File: config.mk
export PLATFORM = sky130hd
export DESIGN_NAME = gpio_set_port
export DESIGN_NICKNAME = d
export VERILOG_FILES = /design/src/rtl/gpio_set_pkg.sv /design/src/rtl/gpio_pad_sync.sv /design/src/rtl/gpio_port_regs.sv /design/src/rtl/gpio_read_mux.sv /design/src/rtl/gpio_set_port.sv
export SDC_FILE = /design/constraint.sdc
export NUM_CORES = 1
export LEC_CHECK = 0
export ABC_AREA = 1
export BUFFER_PORTS_ARGS = -buffer_cell sky130_fd_sc_hd__clkbuf_2
export CAP_MARGIN = 0
export CELL_PAD_IN_SITES_DETAIL_PLACEMENT = 1
export CELL_PAD_IN_SITES_GLOBAL_PLACEMENT = 1
export CORE_UTILIZATION = 30
export DETAILED_ROUTE_END_ITERATION = 8
export PLACE_DENSITY_LB_ADDON = 0.2
export SLEW_MARGIN = 20
export SYNTH_ARGS = -nofsm -noshare
export SYNTH_HDL_FRONTEND = slang
export SYNTH_SLANG_ARGS = --single-unit
File: constraint.sdc
create_clock -name clk -period 1.1 [get_ports clk]
set_clock_uncertainty 0.15 [all_clocks]
set_input_delay 0 -clock clk [delete_from_list [all_inputs] [get_ports clk]]
set_output_delay 0 -clock clk [all_outputs]
set_load 0.03 [all_outputs]
File: src/rtl/gpio_set_pkg.sv
// gpio_set_pkg
// Shared register-select encoding for the set-only GPIO port.
// Assumes a 2-bit register address on the bus.
package gpio_set_pkg;

    typedef enum logic [1:0] {
        ADDR_DATA   = 2'd0,
        ADDR_DIR    = 2'd1,
        ADDR_PINSET = 2'd2,
        ADDR_NONE   = 2'd3
    } gpio_addr_e;

endpackage

File: src/rtl/gpio_pad_sync.sv
// gpio_pad_sync
// Two-flop synchronizer for each implemented pad input.
// Assumes pads idle high, so both stages reset to ones.
module gpio_pad_sync #(
    parameter int IMPL_W = 8
) (
    input  logic              clk,
    input  logic              rst_n,
    input  logic [IMPL_W-1:0] pad_i,
    output logic [IMPL_W-1:0] sync_o
);

    genvar b;
    generate
        for (b = 0; b < IMPL_W; b++) begin : g_bit
            logic meta_q;
            logic stab_q;

            // Sample the pad into a metastability stage, then a stable stage.
            always_ff @(posedge clk) begin
                if (!rst_n) begin
                    meta_q <= 1'b1;
                    stab_q <= 1'b1;
                end else begin
                    meta_q <= pad_i[b];
                    stab_q <= meta_q;
                end
            end

            assign sync_o[b] = stab_q;
        end
    endgenerate

endmodule

File: src/rtl/gpio_port_regs.sv
// gpio_port_regs
// Holds the direction mask and the output latch. A data write replaces
// the latch and a pin/set write ORs ones into it.
// Assumes that the write data has already been cut to the implemented width.
module gpio_port_regs
    import gpio_set_pkg::*;
#(
    parameter int IMPL_W = 8
) (
    input  logic              clk,
    input  logic              rst_n,
    input  logic              wr_en,
    input  gpio_addr_e        wr_sel,
    input  logic [IMPL_W-1:0] wr_data,
    output logic [IMPL_W-1:0] dir_q,
    output logic [IMPL_W-1:0] latch_q
);

    // Load the direction mask on a direction write.
    always_ff @(posedge clk) begin
        if (!rst_n) begin
            dir_q <= '0;
        end else if (wr_en && (wr_sel == ADDR_DIR)) begin
            dir_q <= wr_data;
        end
    end

    // Replace the latch on a data write and set its bits on a pin/set write.
    always_ff @(posedge clk) begin
        if (!rst_n) begin
            latch_q <= '0;
        end else if (wr_en) begin
            case (wr_sel)
                ADDR_DATA:   latch_q <= wr_data;
                ADDR_PINSET: latch_q <= latch_q | wr_data;
                default:     latch_q <= latch_q;
            endcase
        end
    end

endmodule

File: src/rtl/gpio_read_mux.sv
// gpio_read_mux
// Selects the addressed register and registers it onto the read bus.
// Bits at or above IMPL_W and address 3 return zeros.
module gpio_read_mux
    import gpio_set_pkg::*;
#(
    parameter int DATA_W = 8,
    parameter int IMPL_W = 8
) (
    input  logic              clk,
    input  logic              rst_n,
    input  gpio_addr_e        rd_sel,
    input  logic [IMPL_W-1:0] latch_i,
    input  logic [IMPL_W-1:0] dir_i,
    input  logic [IMPL_W-1:0] pins_i,
    output logic [DATA_W-1:0] rdata_q
);

    logic [IMPL_W-1:0] sel_val;

    // Pick the value of the addressed register.
    always_comb begin
        case (rd_sel)
            ADDR_DATA:   sel_val = latch_i;
            ADDR_DIR:    sel_val = dir_i;
            ADDR_PINSET: sel_val = pins_i;
            default:     sel_val = '0;
        endcase
    end

    // Register the selection, zero-extended to the bus width.
    always_ff @(posedge clk) begin
        if (!rst_n) begin
            rdata_q <= '0;
        end else begin
            rdata_q <= DATA_W'(sel_val);
        end
    end

endmodule

File: src/rtl/gpio_set_port.sv
// gpio_set_port
// Top of the GPIO port. It has a data latch, a direction mask and a pin/set
// register that reads synchronized pads and sets latch bits on write.
// Assumes IMPL_W <= DATA_W. Unimplemented bits read 0 and never drive.
module gpio_set_port
    import gpio_set_pkg::*;
#(
    parameter int DATA_W = 8,
    parameter int IMPL_W = 8
) (
    input  logic              clk,
    input  logic              rst_n,
    input  logic [1:0]        reg_addr,
    input  logic              reg_we,
    input  logic [DATA_W-1:0] reg_wdata,
    output logic [DATA_W-1:0] reg_rdata,
    input  logic [DATA_W-1:0] pad_in,
    output logic [DATA_W-1:0] pad_out,
    output logic [DATA_W-1:0] pad_oe
);

    gpio_addr_e        sel;
    logic [IMPL_W-1:0] dir_q;
    logic [IMPL_W-1:0] latch_q;
    logic [IMPL_W-1:0] pins_sync;

    assign sel = gpio_addr_e'(reg_addr);

    gpio_pad_sync #(
        .IMPL_W (IMPL_W)
    ) sync_i (
        .clk    (clk),
        .rst_n  (rst_n),
        .pad_i  (pad_in[IMPL_W-1:0]),
        .sync_o (pins_sync)
    );

    gpio_port_regs #(
        .IMPL_W (IMPL_W)
    ) regs_i (
        .clk     (clk),
        .rst_n   (rst_n),
        .wr_en   (reg_we),
        .wr_sel  (sel),
        .wr_data (reg_wdata[IMPL_W-1:0]),
        .dir_q   (dir_q),
        .latch_q (latch_q)
    );

    gpio_read_mux #(
        .DATA_W (DATA_W),
        .IMPL_W (IMPL_W)
    ) rmux_i (
        .clk     (clk),
        .rst_n   (rst_n),
        .rd_sel  (sel),
        .latch_i (latch_q),
        .dir_i   (dir_q),
        .pins_i  (pins_sync),
        .rdata_q (reg_rdata)
    );

    // Drive each pad from the latch, enabled by its direction bit.
    assign pad_out = DATA_W'(latch_q);
    assign pad_oe  = DATA_W'(dir_q);

endmodule

# After elaboration in Yosys (flattened, before gate mapping)
# Cells that the tools add are included.
dict set report totals {
  regBits 40
  input_bits 21
  output_inout_bits 24
  word_cells 28
}
dict set report op_classes {
  n_eq_ne 2
  mux 2
  bitwise_logic 1
  n_reduce_logical 4
}
# op count
set op_table {}
lappend op_table {{$pmux W8 S3} 1}
lappend op_table {{$pmux W8 S2} 1}
lappend op_table {{$or A8 B8 Y8} 1}
lappend op_table {{$eq A2 B1 Y1 const B} 1}
lappend op_table {{$eq A2 B2 Y1 const B} 1}
lappend op_table {{$logic_not A2 Y1} 1}
lappend op_table {{$reduce_and A2 Y1} 1}
lappend op_table {{$reduce_bool A2 Y1} 1}
lappend op_table {{$logic_and A1 B1 Y1} 1}

# Depth between registers and ports, before layout
# Gate-level depths: netlist of run 1.
dict set report logic_depth {
  word_depth 3
  mapped_depth 7
  ltp_nobuf 5
}

# Hierarchy
# From an unflattened synthesis of run 1, not the netlist that was laid out.
dict set report hier_totals {
  cells_unflattened 194
  hier_area_um2 1605.3
}
# mod instances cells_each area_per_inst_um2 seq_area_each_um2
set by_module_without_submodules {}
lappend by_module_without_submodules {gpio_port_regs 1 74 638.1 320.3}
lappend by_module_without_submodules {gpio_pad_sync 1 58 539.3 320.3}
lappend by_module_without_submodules {gpio_read_mux 1 62 427.9 160.2}

# Least setup slack after synthesis of run 1
# OpenSTA, ideal clock, no wires.
dict set report synth_path {
  path_type {register to register}
  from {register regs_i.dir_q[0]}
  to {register rmux_i.rdata_q[0]}
  setup_ns 0.056
  arrival_ns 0.773
  required_ns 0.894
  setup_slack_ns 0.121
  path_stages_with_launch 5
  n_path_buf 0
  cell_sequence {dfxtp_1 > nand3_1 > nand3_1 > nand2_1 > inv_1}
}
dict set report synth_between {
  elab_chain_cells 1
}
# item line_no
set synth_rtl {}
lappend synth_rtl {{start, declared} gpio_port_regs.sv:15} ;# output logic [IMPL_W-1:0] dir_q,
lappend synth_rtl {{start signal, assigned} gpio_port_regs.sv:24} ;# dir_q <= wr_data;
lappend synth_rtl {{$pmux W8 S3} gpio_read_mux.sv:23} ;# case (rd_sel)
lappend synth_rtl {{end signal, assigned} gpio_read_mux.sv:36} ;# rdata_q <= DATA_W'(sel_val);
lappend synth_rtl {{end, declared} gpio_read_mux.sv:16} ;# output logic [DATA_W-1:0] rdata_q
# No other way between the ends.
# A chain may end at the register's enable or synchronous reset.

# Final worst setup path of run 1
dict set report layout_path {
  from {register regs_i.dir_q[7]}
  to {output port pad_oe[7]}
}
# item line_no
set layout_rtl {}
lappend layout_rtl {{end, declared} gpio_set_port.sv:19} ;# output logic [DATA_W-1:0] pad_oe
# No word-level cell between the ends.

==> flow_metrics.tcl, run 1 <==
set metrics [dict create \
    grt_pass1_vias 1396 \
    synth_area_um2 1458 \
    grt_max_degree 33 \
    yosys_warnings 0 \
    wirelength_mm 3.893 \
    coreArea_um2 4504 \
    drt_iter0_markers 60 \
    fin_crit_ns 1.056 \
    cpPeakStageDelay_ns 0.38 \
    hold_violations 8 \
    io_buffers 44 \
    cts_tree "done" \
    yosysUniqueCellTypes 15 \
    p_leak_nw 0.9312 \
    grt_pass1_wl_mm 6.499 \
    report.final.setup_viol 0 \
    hold_path_class "in2reg" \
    fp.dieH_um 71.71 \
    post-route-period-util_pct 95.96 \
    cts.path.max_buffers 2 \
    synth_ff_type "dfxtp_1" \
    ff2ff_setup_slack_ns 0.22 \
    ios 45 \
    antenna_cells 0 \
    ant_nets 0 \
    p_int_mw 2.563 \
    die-area_um2 5142 \
    swShare_pct 23.07 \
    grt.overflow.total 0 \
    synth_top_cell_area_share_pct 54.94 \
    critPathMaxFanout 3 \
    p_switching_mw 0.7686 \
    syn-num-nets 190 \
    drc 0 \
    start_util_pct 32.36 \
    max_cap_viol_count 0 \
    fp-row-count 24 \
    clock.fmax_mhz 947.3 \
    avgSynthCellArea_um2 8.625 \
    clk_pin_slew_ns 0.08 \
    power.total_mw 3.332 \
    slowest_stage "dfxtp_1" \
    clock-root-buffer "clkbuf_8" \
    status "finished with violations" \
    grt.total_usage_pct 16.87 \
    numCtsBuffers 5 \
    slew_viol_final 0 \
    violations "hold timing" \
    vdd_drop_max_mv 0.7260 \
    critPathTopFamily "flip-flops" \
    setup-tns-final_ns 0 \
    drt-pass1-iter-count 4 \
    hp-start "reg_we" \
    synthTopCellsByArea "dfxtp_1 55%, nand2_1 10%, nand3_1 8.2%" \
    tightest_slew_ns 0.4886 \
    areaGrowthSynthToFinish_pct 37.60 \
    arrival_ns 0.91 \
    die_w_um 71.71 \
    worst_setup_path_start_kind "flop" \
    clk_latency_ns 0.29 \
    crit_type "reg2out" \
    cts.sink_count 40 \
    worst_hold_slack_ns -0.01975 \
    vias_per_cell 4.799 \
    ys_seq_area_share_pct 54.94 \
    r2r-start "regs_i.dir_q[7]" \
    max-slew-margin-rel_pct 67.38 \
    ys_ff_latch 40 \
    p_seq_share_pct 46.4 \
    final_cells 284 \
    fin_nets 253 \
    place_inst 260 \
    path_cells "clkbuf_2" \
    synth-async-reset-ratio_pct 0 \
    htreeDepth 2 \
    avgRoutedWirePerCell_um 13.71 \
    place_congestion 0.7505 \
    synthCells 169 \
    pwr-share-clk_pct 41.8 \
    comb_power_share_pct 11.8 \
    end_kind "primary output" \
    antenna_found_initial 0 \
    synthTopCellsByCount "40 x dfxtp_1, 40 x nand2_1, 24 x nand3_1" \
    dp_hpwl_mm 2.809 \
    post_cts_buffers 0 \
    rsz0062_at_grt "false" \
    synth_edf_count 0 \
    powerDensity_nw_per_um2 1661 \
    vias 1363 \
    critical_path_required_ns 0.95 \
    final_util_pct 44.53 \
    drive_gt1_share_pct 33.62 \
    cp-startpoint "regs_i.dir_q[7]" \
    critPathBufInv 1 \
    yosysTopAreaCell "dfxtp_1" \
]
==> state kept, by name (all words and copies together), names as in the netlist <==
name,cells
regs_i.dir_q,8
sync_i.g_bit.meta_q,8
sync_i.g_bit.stab_q,8
rmux_i.rdata_q,8
regs_i.latch_q,8
==> stage by stage <==
| stage | hold WS, ns | setup WS, ns | area, um^2 |
|---|---|---|---|
| 2_1_floorplan | -0.04346 | 0.1212 | 1458 |
| 3_3_place_gp | 0.03634 | 0.03790 | 1707 |
| 3_5_place_dp | 0.04154 | 0.007735 | 1707 |
| 4_1_cts | -0.009443 | 0.01621 | 2016 |
| 5_1_grt | 0.01442 | 0.0008331 | 2006 |
| 6_report | -0.01975 | 0.04440 | 2006 |
==> kinds of logic after synthesis <==
kind of cell,Yosys count,share of synthesized area (%)
AOI/OAI and AO/OA,16,5.494
buffers and inverters,21,7.811
DFF,40,54.94
and+or+nand+nor,92,31.76
==> layout make-up <==
type / instances / area (um^2)
clock buffers: 5 / 68.82
clock inverters: 2 / 60.06
fillers: 556 / 2499
inverters: 12 / 47.55
multi-input cells: 108 / 543.0
flip-flops and latches: 40 / 800.8
well taps: 52 / 65.06
repair buffers: 65 / 420.4
==> worst paths after layout <==
| check | end | depth (start not counted) |
|---|---|---|
| min | regs_i.dir_q[4] | 3 |
| max | pad_oe[7] | 1 |
| min reg2reg | sync_i.g_bit[7].stab_q | 1 |
| max reg2reg | rmux_i.rdata_q[7] | 4 |
==> placed cells by master, fill, tap and decap left out <==
master         count
clkbuf_2          42
buf_2              2
inv_4              1
a21oi_1           16
nand2_1           40
buf_4              4
or2_2             16
clkbuf_8           5
dlygate4sd3_1     17
bufinv_16          2
nand4_1            8
inv_2              2
inv_1              9
nand3_2            2
nor2_4             2
nand3_1           24
dfxtp_1           40
==> layer usage <==
layer  up-vias  global-route usage [%]  routed length [um]
met5         -                       0                   0
met4         0                   5.229                  39
met1       652                   20.12                1693
met2        28                   28.83                1996
met3         4                   5.485                 164
li1        679                       -                   -
==> worst register-to-register path: cells and delay by family (launching register included) <==
kind / cells / cell delay, ns
and+or+nand+nor: 3 / 0.25
buffers and inverters: 1 / 0.05
DFF: 1 / 0.38
==> repair_timing <==
action | CTS | global route
resized for setup | 0 | 2
hold buffers | 18 | 0
endpoints found under the setup margin | 0 | 10
hold endpoints to repair | 32 | 0
==> power groups by stage <==
stage	registers [mW]	logic [mW]	clock network, mW
floorplan	1.65	0.162	0
global placement	1.58	0.338	0
detailed placement	1.58	0.346	0
CTS	1.55	0.398	1.42
global route	1.55	0.432	1.48
finish	1.55	0.392	1.39
No activity file was read; power rests on OpenSTA's default activity.
==> run 2, diff against run 1 <==
Settings changed: ABC_AREA 1 to 0.
==> run 2 against run 1 <==
  * The run now ends clean
  * Critical path depth is the same
  * Fmax decreased by 0.26%
  * Die area increased by 0.50%
  * Core utilization fell by 0.16 points
  * Area after synthesis increased by 0.52%
  * Critical path type unchanged
  * Critical endpoint is now pad_oe[0]
  * Highest routed layer unchanged
==> flow_metrics.tcl, run 2 <==
set metrics [dict create \
    status "completed" \
    worst_hold_slack_ns 0.03123 \
    post_dp_cell_area_um2 1739 \
    drc 0 \
    post-synth-top-count-cell "dfxtp_1" \
    hold_path_class "in2reg" \
    die-area_um2 5167 \
    hold_path_end "rmux_i.rdata_q[3]" \
    synth-async-reset-ratio_pct 0 \
    avgSynthCellArea_um2 10.32 \
    start_util_pct 31.02 \
    yosys_warnings 0 \
    p_leak_nw 0.9208 \
    synth_edf_count 0 \
    report.final.setup_viol 0 \
    cts.path.max_buffers 2 \
    synthTopCellsByCount "40 x dfxtp_1, 16 x nand2_1, 16 x nand2b_1" \
    hold_violations 0 \
    cpPeakStageDelay_ns 0.38 \
    areaGrowthSynthToFinish_pct 43.04 \
    path_cells "clkbuf_2" \
    yosys.area_share.xor_xnor_pct 0 \
    r2r_end "rmux_i.rdata_q[2]" \
    final_cell_mix "41 x clkbuf_2, 40 x dfxtp_1, 19 x dlygate4sd3_1, 16 x nand2_1, 16 x nand2b_1" \
    synth_fa_ha_area_share_pct 0 \
    yosysUniqueCellTypes 19 \
    drt_iter0_markers 34 \
    critPathMaxFanout 3 \
    vias 1250 \
    max-slew-margin-rel_pct 70.08 \
    grt.total_usage_pct 14.52 \
    r2r-start "regs_i.dir_q[2]" \
    synth_compound_area_share_pct 8.881 \
    grt_pass1_wl_mm 5.478 \
    grt_pass1_vias 1181 \
    synth-simple-area-share_pct 24.85 \
    ys_seq_area_share_pct 54.65 \
    ff2ff_setup_slack_ns 0.10 \
    power.total_mw 3.045 \
    clock-root-buffer "clkbuf_8" \
    vdd_drop_max_mv 0.5211 \
    slew_viol_final 0 \
    yosysTopAreaCell "dfxtp_1" \
    antenna_found_initial 0 \
    pwr-share-clk_pct 34.7 \
    p_switching_mw 0.8177 \
    numCtsBuffers 5 \
    fin_nets 231 \
    cts_tree "done" \
    synth_top_family_by_area "simple AND/OR/NAND/NOR gates" \
    p_seq_share_pct 50.8 \
    fin_crit_ns 1.058 \
    final_cell_area_um2 2096 \
    drt-pass1-iter-count 4 \
    powerDensity_nw_per_um2 1453 \
    worst_setup_path_start_kind "flop" \
    critical_path_required_ns 0.95 \
    arrival_ns 0.91 \
    vias_per_cell 4.496 \
    place_inst 245 \
    synthTopCellsByArea "dfxtp_1 55%, nand2b_1 6.8%, mux2i_1 5.5%" \
    tightest_slew_ns 0.4488 \
    coreArea_um2 4723 \
    crit_type "reg2out" \
    final_util_pct 44.37 \
    clk_pin_slew_ns 0.08 \
    p_int_mw 2.228 \
    final_cells 278 \
    hold_depth 4 \
    clk_latency_ns 0.31 \
    grt.overflow.total 0 \
    drive_gt1_share_pct 30.33 \
    synth_area_um2 1465 \
    synthCells 142 \
    swShare_pct 26.85 \
    slowest_stage "dfxtp_1" \
    critPathTopFamily "flip-flops" \
    reg2reg_depth 3 \
    finalWorstSetupSlack_ns 0.04161 \
    clock.fmax_mhz 944.8 \
    die_w_um 71.89 \
    hp-start "reg_addr[1]" \
    dp_slack_ns -0.05090 \
    place_congestion 0.7173 \
    syn-num-nets 163 \
    avgRoutedWirePerCell_um 13.46 \
    final_common_cell "clkbuf_2" \
    synth_top_cell_area_share_pct 54.65 \
    fp.dieH_um 71.89 \
    comb_power_share_pct 14.4 \
    critPathBufInv 1 \
    setup-tns-final_ns 0 \
    end_kind "primary output" \
    ant_nets 0 \
    io_buffers 44 \
    wirelength_mm 3.743 \
    fillers 535 \
    synth.area.mux_share_pct 5.465 \
    crit_cells 1 \
    ios 45 \
    max_cap_viol_count 0 \
    antenna_cells 0 \
    post-route-period-util_pct 96.22 \
    grt_max_degree 49 \
    dp_hpwl_mm 2.418 \
    htreeDepth 2 \
    fp-row-count 25 \
    rsz0062_at_grt "false" \
    ys_ff_latch 40 \
    cts.sink_count 40 \
    synth_ff_type "dfxtp_1" \
]
run 2: cell count changes in the layout (fill, tap and decap cells not counted), sizes merged, moves of 10 or more:
cell    delta
nand3     -18
nand3b    +10
inv       -12
a21oi     -16
nand2     -24
nand2b    +17
o21ai     +16
or2       -16
run 2: cells by family (layout without fill, tap and decap cells):
kind of cell	Yosys count	in the layout
buf+inv	11	79
mux	8	8
flops	40	40
simple gates	59	60
compound gates	24	24
run 2: repair_timing:
item	4_1_cts	5_1_grt
endpoints found under the hold margin	33	0
endpoints found under the setup margin	0	11
hold buffers	19	0
buffers inserted	0	4
resized for setup	0	5
run 2: how the worst max path moves through the flow:
stage | slack [ns] | start | to
after CTS | 0.02 | reg_we | regs_i.latch_q[1]
after floorplan | 0.04 | regs_i.dir_q[0] | rmux_i.rdata_q[0]
after global placement | -0.04 | reg_addr[0] | rmux_i.rdata_q[3]
after global routing | 0.008 | rst_n | regs_i.latch_q[6]
final | 0.04 | regs_i.dir_q[0] | pad_oe[0]
after detailed placement | -0.05 | reg_addr[0] | regs_i.latch_q[3]
run 2: worst min-delay path, cell delays in order:
cell and delay [ns]:
clkbuf_2 0.18, nand3b_1 0.09, o21ai_0 0.06, and2_1 0.12
run 2: area by class of cell:
class                           instances  area (um^2)  share of cell area, %
Sequential cell                        40        800.8                  38.21
Multi-Input combinational cell         92        585.6                  27.94
Tap cell                               67        83.83                  4.000
Timing Repair Buffer                   71        528.0                  25.19
Clock inverter                          2        15.01                 0.7164
Clock buffer                            6        82.58                  3.940
run 2: power by group through the flow:
stage                     registers, mW  clock network, mW  logic [mW]
after global routing               1.55               1.14       0.475
final                              1.55               1.06       0.440
after global placement             1.58                  0       0.350
after CTS                          1.55               1.08       0.414
after detailed placement           1.58                  0       0.361
after floorplan                    1.66                  0       0.168
run 2: metal layers:
metal / share of wire [%] / track usage [%]
met1: 40 / 15.56
met2: 54 / 26.31
met3: 4.6 / 5.063
met4: 1.5 / 5.229
met5: 0 / 0
==> run 3, diff against run 2 <==
Settings changed: GPL_TIMING_DRIVEN set to 0, SLEW_MARGIN 20 to 10.
Clock period 1.1 ns to 0.99 ns, I/O delays scaled along.
==> run 3 against run 2 <==
  * The run now ends with hold timing, setup timing left
  * Via count rose by 0.24%
  * Sequential share of layout area fell by 0.20 points
  * Final area rose by 3.0%
  * Power rose by 24%
  * Flip-flop and latch count did not move
  * Routed wire length rose by 2.6%
  * Clock power rose by 45%
  * Combinational power rose by 13%
  * Register-to-register slack got worse by 0.10 ns
  * Setup slack got worse by 0.046 ns
  * Largest power group unchanged
  * Highest routed layer unchanged
==> flow_metrics.tcl, run 3 (synthesis results as in run 2) <==
set metrics [dict create \
    clk_pin_slew_ns 0.07 \
    ant_nets 0 \
    fp.dieH_um 71.89 \
    grt_pass1_vias 1326 \
    wirelength_mm 3.840 \
    vias_per_cell 4.540 \
    critPathMaxFanout 3 \
    die_w_um 71.89 \
    vdd_drop_max_mv 0.8533 \
    cts.sink_count 40 \
    grt.overflow.total 0 \
    violations "hold timing, setup timing" \
    critPathBufInv 0 \
    htreeDepth 2 \
    worst_setup_path_start_kind "flop" \
    worst_hold_slack_ns -0.1024 \
    post-route-period-util_pct 100.5 \
    avgRoutedWirePerCell_um 13.91 \
    slowest_stage "dfxtp_2" \
    drive_gt1_share_pct 39.23 \
    rsz0062_at_grt "true" \
    fin_crit_ns 0.9948 \
    areaGrowthSynthToFinish_pct 47.40 \
    final_util_pct 45.72 \
    cpPeakStageDelay_ns 0.33 \
    vias 1253 \
    path_cells "mux2i_1 > o21ai_1 > and2_1" \
    drc 0 \
    critPathTopFamily "flip-flops" \
    hold_path_class "in2reg" \
    dp_slack_ns -0.06903 \
    grt_pass1_wl_mm 6.237 \
    p_leak_nw 0.9298 \
    fin_nets 230 \
    setup-tns-final_ns -0.008939 \
    final_cell_mix "25 x clkbuf_2, 24 x dfxtp_1, 17 x dlygate4sd3_1" \
    coreArea_um2 4723 \
    drt-pass1-iter-count 4 \
    grt_max_degree 13 \
    antenna_found_initial 0 \
    report.final.setup_viol 2 \
    cts_tree "done" \
    antenna_cells 0 \
    arrival_ns 1.03 \
    tightest_slew_ns 0.3884 \
    hold_violations 25 \
    max-slew-margin-rel_pct 74.10 \
    die-area_um2 5167 \
    clock-root-buffer "clkbuf_8" \
    ios 45 \
    numCtsBuffers 5 \
    end_kind "flop" \
    slew_viol_final 0 \
    cts.path.max_buffers 2 \
    max_cap_viol_count 0 \
    critical_path_required_ns 1.03 \
    powerDensity_nw_per_um2 1743 \
    crit_type "reg2reg" \
    status "finished with violations" \
    finalWorstSetupSlack_ns -0.004750 \
    drt_iter0_markers 29 \
    clk_latency_ns 0.29 \
    fp-row-count 25 \
    place_congestion 0.6927 \
    clock.fmax_mhz 1005 \
    start_util_pct 31.02 \
    dp_hpwl_mm 2.683 \
    final_common_cell "clkbuf_2" \
    io_buffers 41 \
    grt.total_usage_pct 16.21 \
]
-- run 3: what timing repair did --
action | 4_1_cts | 5_1_grt
endpoints found under the hold margin | 37 | 30
pin swaps | 0 | 0
buffers inserted | 1 | 1
setup endpoints to repair | 15 | 26
resized for setup | 20 | 24
hold buffers | 17 | 1
-- run 3: metrics by stage --
stage | total power, mW | hold WS, ns | area (um^2) | cells
final | 3.763 | -0.1024 | 2160 | 276
after global routing | 3.912 | -0.06675 | 2160 | 276
after CTS | 3.784 | -0.1023 | 2133 | 275
after detailed placement | 2.172 | 0.04144 | 1774 | 250
after global placement | 2.156 | 0.03159 | 1774 | 250
after floorplan | 2.032 | -0.04853 | 1485 | 142
-- run 3: area by class of cell --
type	count	area [um^2]
Fill cell	530	2564
Timing Repair Buffer	60	437.9
Multi-Input combinational cell	91	598.1
Clock buffer	5	68.82
Tap cell	67	83.83
Buffer	11	90.09
Clock inverter	2	60.06
Sequential cell	40	820.8
-- run 3: per-layer routing --
layer	GRT usage [%]	share of wire, %	up-vias
met3	4.501	4.1	9
met2	28.41	50	36
met4	6.754	2.2	0
li1	-	-	608
met1	18.50	43	600
met5	0	0	-
-- run 3: path summary, 6_finish.rpt --
kind | start | end | slack, ns | depth (start not counted)
worst min-delay path | rst_n | sync_i.g_bit[6].meta_q | -0.10 | 2
worst min register to register | sync_i.g_bit[6].meta_q | sync_i.g_bit[6].stab_q | 0.27 | 1
worst max-delay path | regs_i.dir_q[1] | rmux_i.rdata_q[1] | -0.005 | 3
worst max register to register | regs_i.dir_q[1] | rmux_i.rdata_q[1] | -0.005 | 3
-- run 3: worst register-to-register path: cells and delay by family (launching register included) --
family,cells,cell delay [ns]
AND/OR/NAND/NOR,1,0.15
multiplexers,1,0.20
AO/OA/AOI/OAI,1,0.07
flip-flops,1,0.33
-- run 3: report_power, final --
part / switching [mW] / internal (mW)
Clock: 0.545 / 0.992
Sequential: 0.0390 / 1.69
Combinational: 0.265 / 0.233
